--- config.mk ---
export PLATFORM = sky130hd
export DESIGN_NAME = secure_page_writer
export DESIGN_NICKNAME = d
export VERILOG_FILES = /design/src/rtl/swb_pkg.sv /design/src/rtl/swb_crc16.sv /design/src/rtl/swb_holdback.sv /design/src/rtl/swb_page_buf.sv /design/src/rtl/secure_page_writer.sv
export SDC_FILE = /design/constraint.sdc
export NUM_CORES = 1
export LEC_CHECK = 0
export CAP_MARGIN = 20
export CORE_MARGIN = 3
export CORE_UTILIZATION = 60
export CTS_CLUSTER_DIAMETER = 120
export CTS_CLUSTER_SIZE = 40
export DETAILED_ROUTE_END_ITERATION = 7
export PLACE_DENSITY = 0.77
export SYNTH_ARGS = -nofsm -noshare
export SYNTH_HDL_FRONTEND = slang
export SYNTH_SLANG_ARGS = --single-unit
--- constraint.sdc ---
create_clock -name clk -period 3.24 [get_ports clk]
set_input_delay 0.648 -clock clk [delete_from_list [all_inputs] [get_ports clk]]
set_output_delay 0.648 -clock clk [all_outputs]
set_load 0.005 [all_outputs]
--- src/rtl/swb_pkg.sv ---
package swb_pkg;

  typedef enum logic [1:0] {
    S_IDLE,
    S_RECV,
    S_CHECK,
    S_COMMIT
  } swb_state_e;

  localparam logic [15:0] CRC_POLY = 16'h1021;
  localparam logic [15:0] CRC_SEED = 16'hFFFF;

  // one byte through the CRC register, MSB first
  function automatic logic [15:0] crc16_step(input logic [15:0] c,
                                              input logic [7:0]  b);
    logic [15:0] r;
    r = c;
    for (int i = 7; i >= 0; i--) begin
      if (r[15] ^ b[i]) r = (r << 1) ^ CRC_POLY;
      else              r = r << 1;
    end
    return r;
  endfunction

endpackage

--- src/rtl/swb_crc16.sv ---
module swb_crc16
  import swb_pkg::*;
(
  input  logic        clk,
  input  logic        rst,
  input  logic        clr,
  input  logic        upd,
  input  logic [7:0]  din,
  output logic [15:0] crc_q
);

  always_ff @(posedge clk) begin
    if (rst || clr) crc_q <= CRC_SEED;
    else if (upd)   crc_q <= crc16_step(crc_q, din);
  end

  // a fresh transaction starts from the seed value
  assert_crc_seed_R2: assert property (@(posedge clk) disable iff (rst)
    clr |=> (crc_q == CRC_SEED));

endmodule

--- src/rtl/swb_holdback.sv ---
module swb_holdback #(
  parameter int W = 8
) (
  input  logic         clk,
  input  logic         rst,
  input  logic         clr,
  input  logic         push,
  input  logic [W-1:0] din,
  output logic         pop,
  output logic [W-1:0] pop_data,
  output logic         full,
  output logic [2*W-1:0] tail
);

  logic [W-1:0] older_q, newer_q;
  logic [1:0]   fill_q;

  assign full     = (fill_q == 2'd2);
  assign pop      = push && full;
  assign pop_data = older_q;
  assign tail     = {older_q, newer_q};

  always_ff @(posedge clk) begin
    if (rst || clr) begin
      fill_q  <= 2'd0;
      older_q <= '0;
      newer_q <= '0;
    end else if (push) begin
      older_q <= newer_q;
      newer_q <= din;
      if (!full) fill_q <= fill_q + 2'd1;
    end
  end

  assert_fill_bound_R2: assert property (@(posedge clk) disable iff (rst)
    fill_q != 2'd3);

endmodule

--- src/rtl/swb_page_buf.sv ---
module swb_page_buf #(
  parameter int DEPTH = 64,
  parameter int DW    = 8,
  localparam int AW   = $clog2(DEPTH)
) (
  input  logic          clk,
  input  logic          wr_en,
  input  logic [AW-1:0] wr_addr,
  input  logic [DW-1:0] wr_data,
  input  logic          rd_en,
  input  logic [AW-1:0] rd_addr,
  output logic [DW-1:0] rd_q
);

  logic [DW-1:0] mem [DEPTH];

  always_ff @(posedge clk) begin
    if (wr_en) mem[wr_addr] <= wr_data;
    if (rd_en) rd_q <= mem[rd_addr];
  end

endmodule

--- src/rtl/secure_page_writer.sv ---
module secure_page_writer
  import swb_pkg::*;
#(
  parameter int ADDR_W = 15,
  parameter int PAGE   = 64,
  localparam int PG_W  = $clog2(PAGE),
  localparam int NW    = PG_W + 1,
  localparam int CNT_W = $clog2(PAGE + 3) + 1
) (
  input  logic              clk,
  input  logic              rst,
  input  logic              txn_start,
  input  logic              byte_valid,
  input  logic [7:0]        byte_data,
  input  logic              txn_end,
  input  logic              txn_partial,
  output logic              mem_we,
  output logic [ADDR_W-1:0] mem_addr,
  output logic [7:0]        mem_wdata,
  output logic              sec_err,
  output logic              busy
);

  localparam int HI_W = ADDR_W - 8;

  swb_state_e        state_q;
  logic [ADDR_W-1:0] base_q;
  logic [CNT_W-1:0]  pop_idx_q;
  logic              ovf_q;
  logic              partial_q;
  logic [NW-1:0]     n_data_q;
  logic [NW-1:0]     cnt_q;
  logic              err_q;
  logic              we_q;
  logic [ADDR_W-1:0] addr_q;

  logic              start_acc;
  logic              push;
  logic              pop;
  logic [7:0]        pop_data;
  logic              hb_full;
  logic [15:0]       hb_tail;
  logic [15:0]       crc_q;
  logic [7:0]        crc_din;
  logic [CNT_W-1:0]  data_idx;
  logic              is_data;
  logic              buf_we;
  logic              chk_ok;

  assign start_acc = txn_start && (state_q == S_IDLE);
  assign push      = byte_valid && (state_q == S_RECV);
  assign data_idx  = pop_idx_q - CNT_W'(2);
  assign is_data   = (pop_idx_q >= CNT_W'(2));
  assign buf_we    = pop && is_data && !ovf_q && (data_idx < CNT_W'(PAGE));
  assign crc_din   = (pop_idx_q == '0) ? {1'b0, pop_data[6:0]} : pop_data;
  assign chk_ok    = hb_full && is_data && !ovf_q && (hb_tail == crc_q);

  swb_holdback #(.W(8)) u_hold (
    .clk      (clk),
    .rst      (rst),
    .clr      (start_acc),
    .push     (push),
    .din      (byte_data),
    .pop      (pop),
    .pop_data (pop_data),
    .full     (hb_full),
    .tail     (hb_tail)
  );

  swb_crc16 u_crc (
    .clk   (clk),
    .rst   (rst),
    .clr   (start_acc),
    .upd   (pop),
    .din   (crc_din),
    .crc_q (crc_q)
  );

  swb_page_buf #(.DEPTH(PAGE), .DW(8)) u_buf (
    .clk     (clk),
    .wr_en   (buf_we),
    .wr_addr (data_idx[PG_W-1:0]),
    .wr_data (pop_data),
    .rd_en   (state_q == S_COMMIT),
    .rd_addr (cnt_q[PG_W-1:0]),
    .rd_q    (mem_wdata)
  );

  always_ff @(posedge clk) begin
    if (rst) begin
      state_q   <= S_IDLE;
      base_q    <= '0;
      pop_idx_q <= '0;
      ovf_q     <= 1'b0;
      partial_q <= 1'b0;
      n_data_q  <= '0;
      cnt_q     <= '0;
      err_q     <= 1'b0;
    end else begin
      case (state_q)
        S_IDLE: begin
          if (txn_start) begin
            err_q     <= 1'b0;
            pop_idx_q <= '0;
            ovf_q     <= 1'b0;
            state_q   <= S_RECV;
          end
        end
        S_RECV: begin
          if (pop) begin
            if (pop_idx_q == CNT_W'(0)) base_q[ADDR_W-1:8] <= pop_data[HI_W-1:0];
            if (pop_idx_q == CNT_W'(1)) base_q[7:0] <= pop_data;
            if (is_data && (data_idx >= CNT_W'(PAGE))) ovf_q <= 1'b1;
            else if (!ovf_q) pop_idx_q <= pop_idx_q + CNT_W'(1);
          end
          if (txn_end) begin
            partial_q <= txn_partial;
            state_q   <= S_CHECK;
          end
        end
        S_CHECK: begin
          if (partial_q) begin
            state_q <= S_IDLE;
          end else if (chk_ok) begin
            n_data_q <= NW'(data_idx);
            cnt_q    <= '0;
            state_q  <= (data_idx == '0) ? S_IDLE : S_COMMIT;
          end else begin
            err_q   <= 1'b1;
            state_q <= S_IDLE;
          end
        end
        S_COMMIT: begin
          cnt_q <= cnt_q + NW'(1);
          if (cnt_q == n_data_q - NW'(1)) state_q <= S_IDLE;
        end
        default: state_q <= S_IDLE;
      endcase
    end
  end

  // registered write port, aligned with the buffer's registered read
  always_ff @(posedge clk) begin
    if (rst) begin
      we_q   <= 1'b0;
      addr_q <= '0;
    end else begin
      we_q   <= (state_q == S_COMMIT);
      addr_q <= {base_q[ADDR_W-1:PG_W], base_q[PG_W-1:0] + cnt_q[PG_W-1:0]};
    end
  end

  assign mem_we   = we_q;
  assign mem_addr = addr_q;
  assign sec_err  = err_q;
  assign busy     = (state_q != S_IDLE) || we_q;

  assert_no_write_on_err_R3: assert property (@(posedge clk) disable iff (rst)
    mem_we |-> !sec_err);

  assert_err_clear_R5: assert property (@(posedge clk) disable iff (rst)
    start_acc |=> !sec_err);

  assert_err_sticky_R5: assert property (@(posedge clk) disable iff (rst)
    (sec_err && !txn_start) |=> sec_err);

  assert_no_overflow_R8: assert property (@(posedge clk) disable iff (rst)
    (state_q == S_COMMIT) |-> (n_data_q <= NW'(PAGE)) && (n_data_q != '0));

  assert_page_wrap_R7: assert property (@(posedge clk) disable iff (rst)
    (mem_we && $past(mem_we)) |->
      (mem_addr[ADDR_W-1:PG_W] == $past(mem_addr[ADDR_W-1:PG_W])) &&
      (mem_addr[PG_W-1:0] == $past(mem_addr[PG_W-1:0]) + PG_W'(1)));

  assert_idle_quiet_R10: assert property (@(posedge clk) disable iff (rst)
    ((state_q == S_IDLE) && !txn_start) |=> (state_q == S_IDLE));

endmodule

==> Word level (Yosys, flattened, before mapping) <==
Memory sizes are Yosys's and may differ from the RTL's. A register that Yosys moved wholly into a read port is not among the register bits.
Cells that the tools add are included.
{ "word_totals": {"register_bits": 92, "ram_bits": 512, "in_bits": 14, "out_inout_bits": 26, "word_cells": 137, "memories": 1} }
{ "memory_table": {"columns": ["memory", "words", "width", "read_ports", "rd_clocked_by_memory_dff", "write_ports", "line_no", "source"], "rows": [
  ["u_buf.mem", 64, 8, 1, 1, 1, "swb_page_buf.sv:15", "logic [DW-1:0] mem [DEPTH];"]
]} }
{ "classes": {"n_addsub": 6, "magnitude_cmp": 3, "n_eq_ne": 17, "muxes": 47, "bitwise_logic": 18, "n_reduce_logical": 30} }
{ "op_table": {"columns": ["operator", "n"], "rows": [
  ["2-to-1 mux 16 bit", 14],
  ["2-to-1 mux 13 bit", 8],
  ["2-to-1 mux 8 bit", 5],
  ["inverter 3 bit", 8],
  ["inequality test 2 bit, second input constant", 9],
  ["== test 16 bit", 1],
  ["zero test 8 bit", 2],
  ["case mux 8 bit (2 select lines)", 1],
  ["AND reduction 3 bit", 5],
  ["2-to-1 mux 7 bit", 2],
  ["case mux 7 bit (2 select lines)", 1],
  ["2-to-1 mux 2 bit", 6],
  ["logical AND 1 bit", 10],
  ["adder 8 x 1 -> 8 bit, second input constant", 1],
  ["== test 8 x 1 -> 1 bit, second input constant", 1],
  [">= comparator 8 x 2 -> 1 bit, second input constant", 1],
  [">= comparator 8 x 7 -> 1 bit, second input constant", 1],
  ["less-than comparator 8 x 7 -> 1 bit, second input constant", 1],
  ["case mux 2 bit (4 select lines)", 1],
  ["AND reduction 4 bit", 2],
  ["nonzero test 2 bit", 4],
  ["subtractor 8 x 2 -> 8 bit, second input constant", 1],
  ["XOR 1 bit", 8],
  ["adder 7 x 1 -> 7 bit, second input constant", 1],
  ["other kinds (15)", 27]
]} }

==> Logic depth before layout (Yosys ltp) <==
Gate-level depths: netlist of run 1.
{ "depth": {"ltp_word": 32, "ltp_mapped": 10, "ltp_nobuf": 8} }

==> By module <==
Synthesis of run 1 repeated with hierarchy kept, for this count alone.
{ "hier_totals": {"cells_unflattened": 1439, "hier_area_um2": 25002.7} }
{ "modules_own_cells": {"columns": ["mod", "n_inst", "cells_each", "area_per_inst_um2", "seq_area_each_um2"], "rows": [
  ["swb_page_buf", 1, 940, 20246.9, 15615.0],
  ["secure_page_writer", 1, 347, 3098.0, 1161.1],
  ["swb_crc16", 1, 81, 900.9, 320.3],
  ["swb_holdback", 1, 71, 757.0, 360.3]
]} }

==> Worst setup path before layout of run 1 <==
No wires, ideal clock.
{ "synth_path": {"path_type": "register to register", "start": "reg u_hold.older_q[4], in the netlist u_hold.pop_data[4]", "end": "reg state_q[0]", "setup_ps": 91, "arrival_time_ps": 2555, "required_time_ps": 3149, "slack_ps": 594, "path_stages_with_launch": 7, "n_path_buf": 0, "synth_period_minus_slack_ps": 2646, "cell_sequence": "dfxtp_1 xnor2_1 nand4_1 nor2_1 nand4_2 a31o_2 a311oi_1"} }
{ "synth_via": {"elab_chain_len": 5} }
{ "synth_lines": {"columns": ["item", "line_no", "source"], "rows": [
  ["start: declaration", "swb_holdback.sv:15", "logic [W-1:0] older_q, newer_q;"],
  ["start signal: assignment", "swb_holdback.sv:29", "older_q <= newer_q;"],
  ["== test 16 bit", "secure_page_writer.sv:56", "assign chk_ok = hb_full && is_data && !ovf_q && (hb_tail == crc_q);"],
  ["logical AND 1 bit", "secure_page_writer.sv:56", null],
  ["2-to-1 mux 2 bit", "secure_page_writer.sv:124", "end else if (chk_ok) begin"],
  ["2-to-1 mux 2 bit", "secure_page_writer.sv:122", "if (partial_q) begin"],
  ["case mux 2 bit (4 select lines)", "secure_page_writer.sv:100", "case (state_q)"],
  ["end signal: assignment", "secure_page_writer.sv:127", "state_q <= (data_idx == '0) ? S_IDLE : S_COMMIT;"],
  ["end: declaration", "secure_page_writer.sv:26", "swb_state_e state_q;"]
]} }
No other way between the ends.
A chain may end at the register's enable or synchronous reset.

==> Worst setup path after layout of run 1 <==
{ "layout_path": {"start": "reg pop_idx_q[2]", "end": "mem u_buf.mem[3][0] (enable)"} }
{ "layout_via": {"elab_chain_len": 6, "elab_cells_between_ends": 8, "classes_between": "1 x add/sub; 2 x order compare; 2 x mux; 3 x reduce/logical"} }
{ "layout_lines": {"columns": ["item", "line_no", "source"], "rows": [
  ["start: declaration", "secure_page_writer.sv:28", "logic [CNT_W-1:0] pop_idx_q;"],
  ["start signal: assignment", "secure_page_writer.sv:114", "else if (!ovf_q) pop_idx_q <= pop_idx_q + CNT_W'(1);"],
  ["branches (longest 6 deep; another with subtractor 8 x 2 -> 8 bit)", null, null],
  ["end: declaration", "swb_page_buf.sv:15", null]
]} }
Parallel ways; which one is timed is not known.

==> out/metrics.cfg, run 1 <==
[setup_path]
reg2reg_slack_ns = 0.38
r2r_start = pop_idx_q[2]
cp_max_fo = 8
worstRegToRegCells = 10
crit_type = reg2reg
critPathLaunch = pop_idx_q[2]
required_ns = 3.53
crit_path_start_kind = flip-flop
end_kind = flip-flop
worstPathArrival_ns = 3.16

[sta]
finalClockSkew_ns = 0.04116
finalCritPeriodShare = 0.8840
finalHoldViolCount = 0
rsz0062_at_grt = false
slew_headroom = 0.4259
max_freq_mhz = 349.1
tns_ns = 0
maxSlewViolCount = 0
setup_viol = 0
tightest_slew_ns = 0.8611
period_needed_ns = 2.864
setup_slack_ns = 0.3758

[routing]
first_pass_iters = 5
viasPerCell = 6.368
wl_per_cell_um = 26.40
initialDrtViolationCount = 1561
vias = 12930
route.detailed.drc = 0
antenna_left = 0
totalWireLength_um = 53610

[cells_and_area]
final_layout_size_suffix_gt1_frac = 0.2131
fin_nets = 1525
n_antenna_cell = 0
layoutNonFillerInstCount = 2031
final_util = 0.6694
area_growth_pct = 9.299

[power]
cellPowerDensity_nw_per_um2 = 448.6
ir_worst_vdd_v = 0.0004158
power.leakage_nw = 7.433
power_mw = 12.01

[synth]
ys_seq_area_frac = 0.7125
syn_area_per_cell_sq_um = 17.72
yosys-top-cells-count = 520 x edfxtp_1, 145 x mux4_2, 118 x nor2_1
synthArstFlopShare = 0
syn-cell-area_sq_um = 24500
ys.flop_type = edfxtp_1
synth_top_area_cell = edfxtp_1
synth_edf_count = 520
synth_top_area_share = 0.6373
synth_cells = 1383
synth_nets = 1415
synth_seq_cells = 612
yosysWarnings = 0
ys_types = 62
synthTopCellsByArea = edfxtp_1 64%, mux4_2 13%, dfxtp_1 7.5%
synthMostInstantiatedCell = edfxtp_1

[min_path]
hold_path_depth = 1
min_path_type = reg2reg
hp-start = base_q[14]

[cts]
cts_buffers = 19
path_clk_slew_ns = 0.14
post-cts-setup-buffers = 0
cts_hold_buf = 0
clkSinkCount = 612
clock_latency_ns = 0.59
cts_tree = done
clockBufferDepth = 3
cts-htree-levels = 1
cts_root_buf = clkbuf_16
ctsResizeCount = 0

[global_route]
grt_pass1_wl_um = 81610
grt_max_degree = 69
grt_pass1_vias = 12870
antenna_found_initial = 1
gr-usage-all-layers = 0.2480
grt_overflow = 0

[floorplanning]
start_util = 0.6124
rows = 73
die-area_sq_um = 43300
die_w_um = 208.1
fp.coreArea_sq_um = 40010
io_pins = 40
fp.dieH_um = 208.1

[placement]
place_inst = 1997
hpwl_um = 33630
portBuffers = 39
place_ws_ns = 0.3625
gp_congestion = 0.8506

[run_status]
status = finished clean

[flow_run]
cap_violations = 0

-- stage by stage --
step / instance area [sq um] / hold WS (ns)
after floorplan: 24500 / 0.4374
after global placement: 26220 / 0.4472
after detailed placement: 26220 / 0.4577
after CTS: 26780 / 0.4631
after global routing: 26780 / 0.4605
final: 26780 / 0.4599
-- worst max-delay path: stages, from the launching register on --
cell and delay, ns:
dfxtp_1 0.41, inv_1 0.18, ha_1 0.30, nand2_1 0.09, o31ai_1 0.26, a22oi_1 0.20
nor3_2 0.30, nand3_1 0.12, buf_4 0.23, nor2_1 0.29, buf_4 0.22
-- layout by cell type, fill, tap and decap left out, types with 3 or more instances in the layout --
cell / synthesis / routed
ha_1: 17 / 17
nand2_1: 82 / 82
xnor2_1: 40 / 40
nand3_1: 17 / 17
mux4_2: 145 / 145
o21ai_0: 19 / 19
a21oi_1: 44 / 44
and3_1: 6 / 6
o211ai_1: 15 / 15
buf_12: 0 / 8
and2_1: 6 / 6
nand2b_1: 6 / 6
nor2b_1: 21 / 21
dfxtp_4: 0 / 3
clkbuf_16: 0 / 19
a21boi_1: 3 / 3
dfxtp_1: 92 / 80
a22oi_1: 6 / 6
edfxtp_1: 520 / 520
dfxtp_2: 0 / 9
a211oi_1: 11 / 11
a31oi_1: 6 / 6
a21o_1: 3 / 3
mux2i_1: 35 / 35
clkdlybuf4s50_1: 0 / 38
clkbuf_1: 31 / 12
o22ai_1: 4 / 4
nor2_1: 118 / 118
nand3b_1: 3 / 3
buf_4: 10 / 112
mux2_2: 10 / 10
nand4_1: 5 / 5
nor3_1: 8 / 8
xor2_1: 13 / 13
or3_1: 8 / 8
inv_1: 16 / 16
-- report_power, final --
group          leakage, nW  switching [mW]  total [mW]  internal [mW]
registers             4.63          0.0149        8.44           8.42
clock network        0.269            2.22        3.38           1.16
logic                 2.54           0.109       0.195         0.0857
-- final cells by class --
cell class / count / area (sq um)
Sequential cell: 612 / 17480
Inverter: 16 / 60.06
Tap cell: 525 / 656.9
Timing Repair Buffer: 159 / 1386
Fill cell: 2610 / 13230
Clock buffer: 31 / 520.5
Clock inverter: 3 / 40.04
Multi-Input combinational cell: 685 / 6636
-- registers in the layout, indices dropped and copies added (netlist names) --
signal           flops
u_buf.mem          512
partial_q            1
sec_err              1
u_hold.newer_q       8
u_crc.crc_q         16
ovf_q                1
mem_addr            15
pop_idx_q            8
base_q              15
u_hold.fill_q        2
mem_we               1
u_hold.pop_data      8
n_data_q             7
cnt_q                7
u_buf.rd_q           8
state_q              2
-- worst paths after layout --
path | to
max | u_buf.mem[3][0]
min | mem_addr[14]
max reg2reg | u_buf.mem[3][0]
min reg2reg | mem_addr[14]
-- routing by layer --
metal  up-vias  GRT usage  routed length, um
met2       542     0.4137              26880
met3        71    0.02910               3923
li1       5604          -                  -
met4         0    0.05882               1446
met1      6716     0.3598              21360
met5         -          0                  0
-- cells by family (layout without fill, tap and decap cells) --
| kind of cell | Yosys count | after routing | share of synthesized area |
|---|---|---|---|
| DFF | 612 | 612 | 0.7125 |
| and+or+nand+nor | 294 | 294 | 0.05607 |
| muxes | 190 | 190 | 0.1522 |
| AOI/OAI and AO/OA | 128 | 128 | 0.03284 |
| buffers and inverters | 86 | 209 | 0.01665 |
| xor gates and xnor gates | 55 | 55 | 0.02027 |
| adders and majority gates | 18 | 18 | 0.009498 |
(Power assumes the default switching activity.)
==> run 2, diff against run 1 <==
--- a/config.mk
+++ b/config.mk
@@ -12,6 +12,7 @@
 export CTS_CLUSTER_SIZE = 40
 export DETAILED_ROUTE_END_ITERATION = 7
 export PLACE_DENSITY = 0.77
+export SLEW_MARGIN = 20
 export SYNTH_ARGS = -nofsm -noshare
 export SYNTH_HDL_FRONTEND = slang
 export SYNTH_SLANG_ARGS = --single-unit
==> results of run 2 <==
No change in the layout: final DEF, timing and power equal those of run 1.
